**config.mk**
```make
export PLATFORM = sky130hd
export DESIGN_NAME = ackpoll_seq
export DESIGN_NICKNAME = d
export VERILOG_FILES = /design/src/rtl/ackpoll_pkg.sv /design/src/rtl/ackpoll_byte_sel.sv /design/src/rtl/ackpoll_poll_ctr.sv /design/src/rtl/ackpoll_seq.sv
export SDC_FILE = /design/constraint.sdc
export NUM_CORES = 1
export LEC_CHECK = 0
export CAP_MARGIN = 20
export CORE_MARGIN = 1
export CORE_UTILIZATION = 45
export DETAILED_ROUTE_END_ITERATION = 7
export DONT_BUFFER_PORTS = 1
export GPL_TIMING_DRIVEN = 0
export HOLD_SLACK_MARGIN = 0.15
export PLACE_DENSITY_LB_ADDON = 0.2
export SLEW_MARGIN = 10
export SYNTH_ARGS = -nofsm -noshare
export SYNTH_HDL_FRONTEND = slang
export SYNTH_SLANG_ARGS = --single-unit
export TNS_END_PERCENT = 30
```
**constraint.sdc**
```tcl
create_clock -name clk -period 3.9 [get_ports clk]
set_input_delay 0.39 -clock clk [delete_from_list [all_inputs] [get_ports clk]]
set_output_delay 0.39 -clock clk [all_outputs]
set_load 0.01 [all_outputs]
```
**src/rtl/ackpoll_pkg.sv**
```systemverilog
package ackpoll_pkg;
   typedef enum logic [1:0] {
      OP_START   = 2'd0,
      OP_STOP    = 2'd1,
      OP_WRBYTE  = 2'd2
   } op_t;

   typedef enum logic [3:0] {
      ST_IDLE,
      ST_WSTART,
      ST_WCTRL,
      ST_WDATA,
      ST_WSTOP,
      ST_PSTART,
      ST_PCTRL,
      ST_PSTOP,
      ST_FSTOP
   } state_t;
endpackage

```
**src/rtl/ackpoll_byte_sel.sv**
```systemverilog
module ackpoll_byte_sel #(
   parameter int MAX_BYTES = 8,
   parameter int IDX_W     = 4
) (
   input  logic [MAX_BYTES*8-1:0] payload,
   input  logic [IDX_W-1:0]       idx,
   output logic [7:0]             byte_out
);
   generate
      if (MAX_BYTES == 1) begin : g_single
         logic unused_idx;
         assign unused_idx = ^idx;
         assign byte_out   = payload[7:0];
      end else begin : g_multi
         always_comb begin
            byte_out = 8'h00;
            for (int i = 0; i < MAX_BYTES; i++) begin
               if (idx == IDX_W'(i)) byte_out = payload[i*8 +: 8];
            end
         end
      end
   endgenerate
endmodule

```
**src/rtl/ackpoll_poll_ctr.sv**
```systemverilog
module ackpoll_poll_ctr #(
   parameter int POLL_W = 8
) (
   input  logic              clk,
   input  logic              rst_n,
   input  logic              clr,
   input  logic              inc,
   input  logic [POLL_W-1:0] limit,
   output logic              reached
);
   localparam logic [POLL_W-1:0] CNT_MAX = {POLL_W{1'b1}};

   logic [POLL_W-1:0] cnt;
   logic [POLL_W-1:0] eff_limit;

   assign eff_limit = (limit == '0) ? POLL_W'(1) : limit;
   assign reached   = (cnt >= eff_limit);

   always_ff @(posedge clk) begin
      if (!rst_n)                   cnt <= '0;
      else if (clr)                 cnt <= '0;
      else if (inc && cnt != CNT_MAX) cnt <= cnt + 1'b1;
   end
endmodule

```
**src/rtl/ackpoll_seq.sv**
```systemverilog
module ackpoll_seq
   import ackpoll_pkg::*;
#(
   parameter int ADDR_W    = 7,
   parameter int MAX_BYTES = 8,
   parameter int POLL_W    = 8,
   localparam int CNT_W    = $clog2(MAX_BYTES + 1)
) (
   input  logic                   clk,
   input  logic                   rst_n,
   input  logic                   go,
   input  logic [ADDR_W-1:0]      dev_addr,
   input  logic [CNT_W-1:0]       byte_cnt,
   input  logic [MAX_BYTES*8-1:0] payload,
   input  logic [POLL_W-1:0]      poll_limit,
   input  logic                   keep_bus,
   output logic                   busy,
   output logic                   done,
   output logic                   timeout,
   output logic                   cmd_valid,
   output logic [1:0]             cmd_op,
   output logic [7:0]             cmd_data,
   input  logic                   eng_done,
   input  logic                   eng_ack_bit
);
   generate
      if (ADDR_W != 7) begin : g_bad_addr
         $error("ackpoll_seq: ADDR_W must be 7");
      end
      if (MAX_BYTES < 1) begin : g_bad_bytes
         $error("ackpoll_seq: MAX_BYTES must be at least 1");
      end
      if (POLL_W < 1) begin : g_bad_poll
         $error("ackpoll_seq: POLL_W must be at least 1");
      end
   endgenerate

   localparam logic [CNT_W-1:0] CNT_CAP = CNT_W'(MAX_BYTES);

   state_t                 state;
   logic                   issued;
   logic [CNT_W-1:0]       idx;
   logic [CNT_W-1:0]       n_lat;
   logic [ADDR_W-1:0]      addr_lat;
   logic [MAX_BYTES*8-1:0] pay_lat;
   logic [POLL_W-1:0]      limit_lat;
   logic                   keep_lat;
   logic [7:0]             data_byte;
   logic                   limit_hit;
   logic                   step;

   assign busy      = (state != ST_IDLE);
   assign cmd_valid = busy && !issued;
   assign step      = busy && issued && eng_done;

   ackpoll_byte_sel #(.MAX_BYTES(MAX_BYTES), .IDX_W(CNT_W)) u_sel (
      .payload  (pay_lat),
      .idx      (idx),
      .byte_out (data_byte)
   );

   ackpoll_poll_ctr #(.POLL_W(POLL_W)) u_ctr (
      .clk     (clk),
      .rst_n   (rst_n),
      .clr     (state == ST_WSTOP),
      .inc     (step && state == ST_PCTRL),
      .limit   (limit_lat),
      .reached (limit_hit)
   );

   always_comb begin
      cmd_op   = OP_START;
      cmd_data = 8'h00;
      unique case (state)
         ST_WCTRL, ST_PCTRL: begin
            cmd_op   = OP_WRBYTE;
            cmd_data = {addr_lat, 1'b0};
         end
         ST_WDATA: begin
            cmd_op   = OP_WRBYTE;
            cmd_data = data_byte;
         end
         ST_WSTOP, ST_PSTOP, ST_FSTOP: cmd_op = OP_STOP;
         default: cmd_op = OP_START;
      endcase
   end

   always_ff @(posedge clk) begin
      if (!rst_n) begin
         state     <= ST_IDLE;
         issued    <= 1'b0;
         idx       <= '0;
         n_lat     <= '0;
         addr_lat  <= '0;
         pay_lat   <= '0;
         limit_lat <= '0;
         keep_lat  <= 1'b0;
         done      <= 1'b0;
         timeout   <= 1'b0;
      end else begin
         done    <= 1'b0;
         timeout <= 1'b0;
         if (state == ST_IDLE) begin
            if (go) begin
               addr_lat  <= dev_addr;
               pay_lat   <= payload;
               n_lat     <= (byte_cnt > CNT_CAP) ? CNT_CAP : byte_cnt;
               limit_lat <= poll_limit;
               keep_lat  <= keep_bus;
               issued    <= 1'b0;
               state     <= ST_WSTART;
            end
         end else if (!issued) begin
            issued <= 1'b1;
         end else if (eng_done) begin
            issued <= 1'b0;
            unique case (state)
               ST_WSTART: state <= ST_WCTRL;
               ST_WCTRL: begin
                  idx   <= '0;
                  state <= (n_lat == '0) ? ST_WSTOP : ST_WDATA;
               end
               ST_WDATA: begin
                  if (idx == n_lat - 1'b1) state <= ST_WSTOP;
                  else                     idx   <= idx + 1'b1;
               end
               ST_WSTOP:  state <= ST_PSTART;
               ST_PSTART: state <= ST_PCTRL;
               ST_PCTRL: begin
                  if (eng_ack_bit)   state <= ST_PSTOP;
                  else if (keep_lat) begin
                     state <= ST_IDLE;
                     done  <= 1'b1;
                  end else           state <= ST_FSTOP;
               end
               ST_PSTOP: begin
                  if (limit_hit) begin
                     state   <= ST_IDLE;
                     timeout <= 1'b1;
                  end else state <= ST_PSTART;
               end
               ST_FSTOP: begin
                  state <= ST_IDLE;
                  done  <= 1'b1;
               end
               default: state <= ST_IDLE;
            endcase
         end
      end
   end
endmodule

```
==> impl_metrics.tcl, run 1 <==
set metrics [dict create \
    design_area_um2 5730 \
    r2r_slack_ns 1.79 \
    synth_seq_cells 103 \
    p_switching_w 0.00108 \
    yosysWarnings 0 \
    initial_core_util_pct 46.0 \
    setup_violations 0 \
    async_reset_ff_share_pct 0 \
    final.setup_skew_ns 0.0122 \
    cts_buffers 9 \
    num-nets-final 786 \
    drc 0 \
    ant_nets 0 \
    cp_max_fo 10 \
    p_sw_share_pct 35.2 \
    cap_violations 0 \
    fp.dieH_um 110 \
    finalWirelength_um 14300 \
    path_class "reg2out" \
    drtIter0Drc 273 \
    rows 39 \
    yosys_most_used_dff "dfxtp_1" \
    p_leak_nw 1.97 \
    hold_viol_final 0 \
    period_minus_slack_ns 3.22 \
    syn_area_per_cell_um2 7.86 \
    post_drt_wl_per_cell_um 17.3 \
    post-route-period-util_pct 82.5 \
    io_buffers 0 \
    ctsLongestPathBuffers 2 \
    ys_seq_area_share_pct 39.3 \
    dp_hpwl_um 10800 \
    power.share.clock_pct 28.5 \
    post_cts_buffers 0 \
    grt_first_pass_wirelength_um 22000 \
    n_fill_cell 1156 \
    antenna_cells 0 \
    critPathCaptureType "primary output" \
    cts_root_buf "clkbuf_16" \
    cts_sinks 103 \
    final_layout_size_suffix_gt1_share_pct 6.42 \
    die_x_um 110 \
    rr_worst_depth 6 \
    synthesis.area_um2 5250 \
    intPower_w 0.00200 \
    ctsHoldBuffers 0 \
    pwr-share-seq_pct 43.3 \
    synth_nets 772 \
    synth_cells 668 \
    start_kind "flip-flop" \
    grt_usage_pct 24.5 \
    maxSlewViolCount 0 \
    crit_required_ns 3.51 \
    tns_ns 0 \
    hold_path_class "in2reg" \
    placed_area_um2 5440 \
    via_per_inst 5.63 \
    outcome "complete, no violations" \
    rsz0062_at_grt "false" \
    power.share.combinational_pct 28.2 \
    antenna_found_initial 0 \
    grt_max_degree 17 \
    htreeDepth 3 \
    grt_pass1_vias 4366 \
    clk_latency_ns 0.36 \
    via_count 4661 \
    cts_tree "built" \
    syn2layout_area_growth_pct 9.08 \
    vdd_drop_max_v 0.000315 \
    first_pass_iters 5 \
    routabilityCongestion 0.883 \
    synthDistinctLibCells 57 \
    hold_depth 2 \
    cts.clk_slew.worst_paths_ns 0.07 \
    p_per_area_nw_per_um2 537 \
    arrival_ns 2.83 \
    fmax_mhz 311 \
    grt.overflow.total 0 \
    slew_headroom_pct 42.0 \
    core_area_um2 11400 \
    worst_pin_slew_ns 0.864 \
    io_pins 103 \
    cts_resized 0 \
    dieArea_um2 12100 \
    synth_edf_count 0 \
]
## cell usage after synthesis, types with 2 or more instances
cell	n	share of area [%]
nand2_1	201	14
dfxtp_1	103	39
a21boi_0	63	9.0
o21ai_0	27	2.6
clkbuf_1	26	1.9
inv_1	25	1.8
nor2_1	24	1.7
a21boi_1	22	3.1
a21oi_1	18	1.7
ha_1	15	3.6
xnor2_1	14	2.3
buf_2	10	0.95
nand3_1	10	0.95
nor3_1	9	0.86
a221oi_1	8	1.3
a22oi_1	8	1.1
a211oi_1	7	1.0
nor2b_1	7	0.83
o22ai_1	5	0.60
a221o_1	4	0.76
o221ai_1	4	0.67
buf_1	3	0.21
buf_6	3	0.64
nand2b_1	3	0.36
nand3b_1	3	0.43
nor3b_1	3	0.43
nor4_4	3	1.2
o2111ai_1	3	0.50
o31ai_1	3	0.43
clkbuf_2	2	0.19
nand4_1	2	0.24
nor4_1	2	0.24
or2_2	2	0.24
or3_1	2	0.24
or4_1	2	0.29
## power groups by stage
stage          combinational, W  clock [W]  sequential [W]
2_1_floorplan          0.000654          0         0.00131
3_3_place_gp           0.000838          0         0.00135
3_5_place_dp           0.000862          0         0.00135
4_1_cts                0.000867   0.000893         0.00133
5_1_grt                0.000977   0.000944         0.00135
6_report               0.000868   0.000877         0.00133
## worst max-delay path, cell delays in order (launching register included)
cell	delay, ns
dfxtp_1	0.46
inv_1	0.11
ha_1	0.20
clkbuf_1	0.22
clkbuf_1	0.30
o21ai_0	0.29
a22oi_1	0.09
a2111oi_0	0.55
buf_1	0.25
## logic make-up after synthesis
| kind of cell | count (synthesis) | share of synthesized area [%] |
|---|---|---|
| adders and majority gates | 15 | 3.57 |
| DFF | 103 | 39.3 |
| xor gates and xnor gates | 14 | 2.33 |
| AOI/OAI and AO/OA | 181 | 24.3 |
| and+or+nand+nor | 283 | 24.3 |
| muxes | 1 | 0.191 |
| buffers and inverters | 71 | 6.05 |
## placed cells by master, fill, tap and decap left out, types with 4 or more instances in the layout
cell       instances
buf_1              4
nand3_1           10
nand2_1          201
a21boi_1          22
o221ai_1           4
a221oi_1           8
a221o_1            4
inv_1             25
dfxtp_1          103
o21ai_0           27
nor2b_1            7
a211oi_1           7
clkbuf_16          9
o22ai_1            5
a21oi_1           18
xnor2_1           14
a22oi_1            8
nor3_1             9
clkbuf_1          26
ha_1              15
buf_2             11
a21boi_0          63
nor2_1            24
## final timing paths
path,from,endpoint
setup / recovery,idx[1]$_SDFFE_PN0P_,cmd_data[0]
hold / removal,byte_cnt[3],n_lat[3]$_SDFFE_PN0P_
setup reg to reg,idx[0]$_SDFFE_PN0P_,idx[2]$_SDFFE_PN0P_
hold reg to reg,pay_lat[19]$_SDFFE_PN0P_,pay_lat[19]$_SDFFE_PN0P_
## metrics by stage
stage	hold slack (ns)	utilization [%]	setup slack, ns	total power, W	instances
2_1_floorplan	0.435	-	1.56	0.00197	668
3_3_place_gp	0.445	47.6	0.848	0.00219	811
3_5_place_dp	0.452	47.6	1.16	0.00221	813
4_1_cts	0.153	50.1	0.764	0.00309	827
5_1_grt	0.155	50.2	0.546	0.00327	828
6_report	0.160	50.2	0.684	0.00308	828
## registers in the layout, summed over array words and instances (netlist names)
signal and cells:
keep_lat 1, pay_lat 64, u_ctr.cnt 8, n_lat 4, idx 4, timeout 1, addr_lat 7, state 4
issued 1, done 1, limit_lat 8
## layout make-up
type / instances / area [µm²] / share of cell area (%)
sequential: 103 / 2060 / 36.0
multi-input combinational: 494 / 2870 / 50.1
inverter: 25 / 93.8 / 1.64
buffer: 46 / 224 / 3.91
tap: 143 / 179 / 3.12
clock inverter: 3 / 26.3 / 0.459
clock buffer: 11 / 253 / 4.41
timing repair buffer: 3 / 18.8 / 0.328
## routing by layer
layer  wire, µm  track usage, %  up-vias
met5          0               0        -
met4        214            8.00        0
met3        785            6.58       16
met2       7040            42.0      137
met1       6280            29.6     2214
li1           -               -     2294
No activity file was read; power rests on OpenSTA's default activity.
==> inputs of run 2 (changes only) <==
==> constraint.sdc (replaced) <==
create_clock -name clk -period 2.7 [get_ports clk]
set_input_delay 0.27 -clock clk [delete_from_list [all_inputs] [get_ports clk]]
set_output_delay 0.27 -clock clk [all_outputs]
set_load 0.01 [all_outputs]
==> run 2 against run 1 <==
Net effect: combinational power rose by 58%; die area stayed put; register-to-register slack lost 1.2 ns; largest cell class unchanged; via count grew 6.7%; total power grew 48%; clock skew is 0.0017 ns lower; sequential share of layout area decreased by 4.8 points; first-iteration DRC count increased by 8.4%; flip-flop and latch count did not move; count of clock-buffer cells in the layout unchanged; routed wire length up 5.8%; clock power up 45%.
==> impl_metrics.tcl, run 2 (synthesized netlist as in run 1, its figures left out) <==
set metrics [dict create \
    antenna_found_initial 0 \
    num-nets-final 869 \
    rr_worst_depth 7 \
    power.share.combinational_pct 30.0 \
    dp_hpwl_um 10800 \
    grt_max_degree 17 \
    fin_util_pct 58.0 \
    first_pass_iters 4 \
    hp-start "go" \
    drtIter0Drc 296 \
    worst_slack_ns 0.120 \
    via_count 4972 \
    grt_pass1_vias 4831 \
    slowest_stage "o21ai_0" \
    place_ws_ns 0.0848 \
    die_x_um 110 \
    cts_sinks 103 \
    post-route-period-util_pct 95.6 \
    crit_required_ns 2.43 \
    antenna_cells 0 \
    critPathCaptureType "primary output" \
    intPower_w 0.00297 \
    cts_buffers 9 \
    hold_path_class "in2reg" \
    p_leak_nw 2.36 \
    worstReg2RegEnd "addr_lat[6]$_SDFFE_PN0P_" \
    cp_max_fo 10 \
    r2r-start "state[3]$_SDFFE_PN0P_" \
    finalWirelength_um 15100 \
    ant_nets 0 \
    vdd_drop_max_v 0.000458 \
    arrival_ns 2.31 \
    via_per_inst 5.46 \
    drc 0 \
    final_layout_size_suffix_gt1_share_pct 7.94 \
    largest_reg_flops 64 \
    final_cell_mix "nand2_1 (201), dfxtp_1 (101), dlygate4sd3_1 (85)" \
    fin_hold_ws_ns 0.174 \
    dieArea_um2 12100 \
    power.share.clock_pct 27.8 \
    path_cells "inv_1 > ha_1 > buf_1 > a211oi_1 > o22ai_1 > a22oi_1 > o21ai_0" \
    grt.overflow.total 0 \
    post_drt_wl_per_cell_um 16.6 \
    placed_area_um2 5440 \
    p_sw_share_pct 35.0 \
    slew_headroom_pct 54.4 \
    io_pins 103 \
    startpoint "idx[1]$_SDFFE_PN0P_" \
    io_buffers 0 \
    cts_tree "built" \
    maxSlewViolCount 0 \
    path_class "reg2out" \
    top_register "pay_lat" \
    start_kind "flip-flop" \
    crit_end "cmd_data[7]" \
    cts.clk_slew.worst_paths_ns 0.07 \
    fp.dieH_um 110 \
    design_area_um2 6620 \
    n_fill_cell 1052 \
    mostFrequentLayoutCell "nand2_1" \
    critical-path-max-stage-delay_ns 0.43 \
    routabilityCongestion 0.883 \
    outcome "complete, no violations" \
    final.setup_skew_ns 0.0105 \
    pwr-share-seq_pct 42.2 \
    grt_first_pass_wirelength_um 23700 \
    period_minus_slack_ns 2.58 \
    cap_violations 0 \
    syn2layout_area_growth_pct 26.0 \
    reg_top3 "pay_lat x64, limit_lat x8, u_ctr.cnt x8" \
    clk_latency_ns 0.36 \
    r2r_slack_ns 0.63 \
    ctsLongestPathBuffers 2 \
    rsz0062_at_grt "false" \
    setup_violations 0 \
    p_per_area_nw_per_um2 689 \
    cts_root_buf "clkbuf_16" \
    rows 39 \
    initial_core_util_pct 46.0 \
    core_area_um2 11400 \
    htreeDepth 3 \
    crit_buf_inv 2 \
    worst_pin_slew_ns 0.680 \
    critPathTopFamily "compound AO/OA/AOI/OAI gates" \
    path_depth 7 \
    grt_usage_pct 26.1 \
    total_power_w 0.00456 \
    fmax_mhz 388 \
    hold_viol_final 0 \
    p_switching_w 0.00160 \
]
==> run 2: changes by cell type in the layout (fill, tap and decap cells not counted), sizes merged <==
cell,before,now
clkbuf,40,39
dlygate4sd3,1,85
==> run 2: layer usage <==
metal / GRT usage, % / share of wire [%] / routed length (µm)
met5: 0 / 0 / 0
met4: 9.62 / 2.1 / 325
met1: 30.9 / 43 / 6520
met2: 45.6 / 50 / 7550
met3: 6.11 / 4.9 / 748
==> run 2: cell type report <==
class                      count  area [µm²]  area share (%)
tap                          143         179            2.70
inverter                      25        93.8            1.42
buffer                        45         231            3.50
multi-input combinational    494        2910            44.0
timing repair buffer          87         861            13.0
clock inverter                 3        26.3           0.397
sequential                   103        2060            31.2
clock buffer                  11         253            3.82
==> run 2: worst min-delay path by stage <==
stage | slack [ns] | cells past startpoint | endpoint
after floorplan | 0.40 | 2 | pay_lat[0]$_SDFFE_PN0P_
after global placement | 0.41 | 2 | pay_lat[14]$_SDFFE_PN0P_
after detailed placement | 0.41 | 2 | pay_lat[11]$_SDFFE_PN0P_
after CTS | 0.16 | 3 | issued$_SDFFE_PN0P_
after global routing | 0.24 | 3 | issued$_SDFFE_PN0P_
final | 0.17 | 3 | issued$_SDFFE_PN0P_
==> run 2: repair_timing <==
| item | in CTS | in global routing |
|---|---|---|
| hold buffers | 85 | 0 |
| setup buffers | 0 | 0 |
| pin swaps | 0 | 0 |
| endpoints found under the hold margin | 85 | 0 |
| cloned | 0 | 0 |
| setup endpoints to repair | 8 | 8 |
| gates resized for setup | 16 | 9 |
==> run 2: worst reg2reg max path, cell delays in order (launching register included) <==
cell,delay (ns)
dfxtp_1,0.31
clkbuf_2,0.22
nor4_4,0.08
nand2_1,0.17
clkbuf_1,0.45
clkbuf_1,0.46
nand2_1,0.10
a21boi_0,0.21
==> run 2: power by group through the flow <==
| stage | sequential [W] | clock [W] | combinational [W] |
|---|---|---|---|
| after CTS | 0.00192 | 0.00129 | 0.00136 |
| after global routing | 0.00195 | 0.00137 | 0.00153 |
| final | 0.00192 | 0.00127 | 0.00137 |
| after detailed placement | 0.00195 | 0 | 0.00125 |
| after global placement | 0.00195 | 0 | 0.00121 |
| after floorplan | 0.00190 | 0 | 0.000945 |
==> run 2: metrics by stage <==
stage	TNS [ns]	std cells
after floorplan	0	668
after global routing	0	911
after CTS	0	911
final	0	911
after detailed placement	0	813
after global placement	-0.232	811
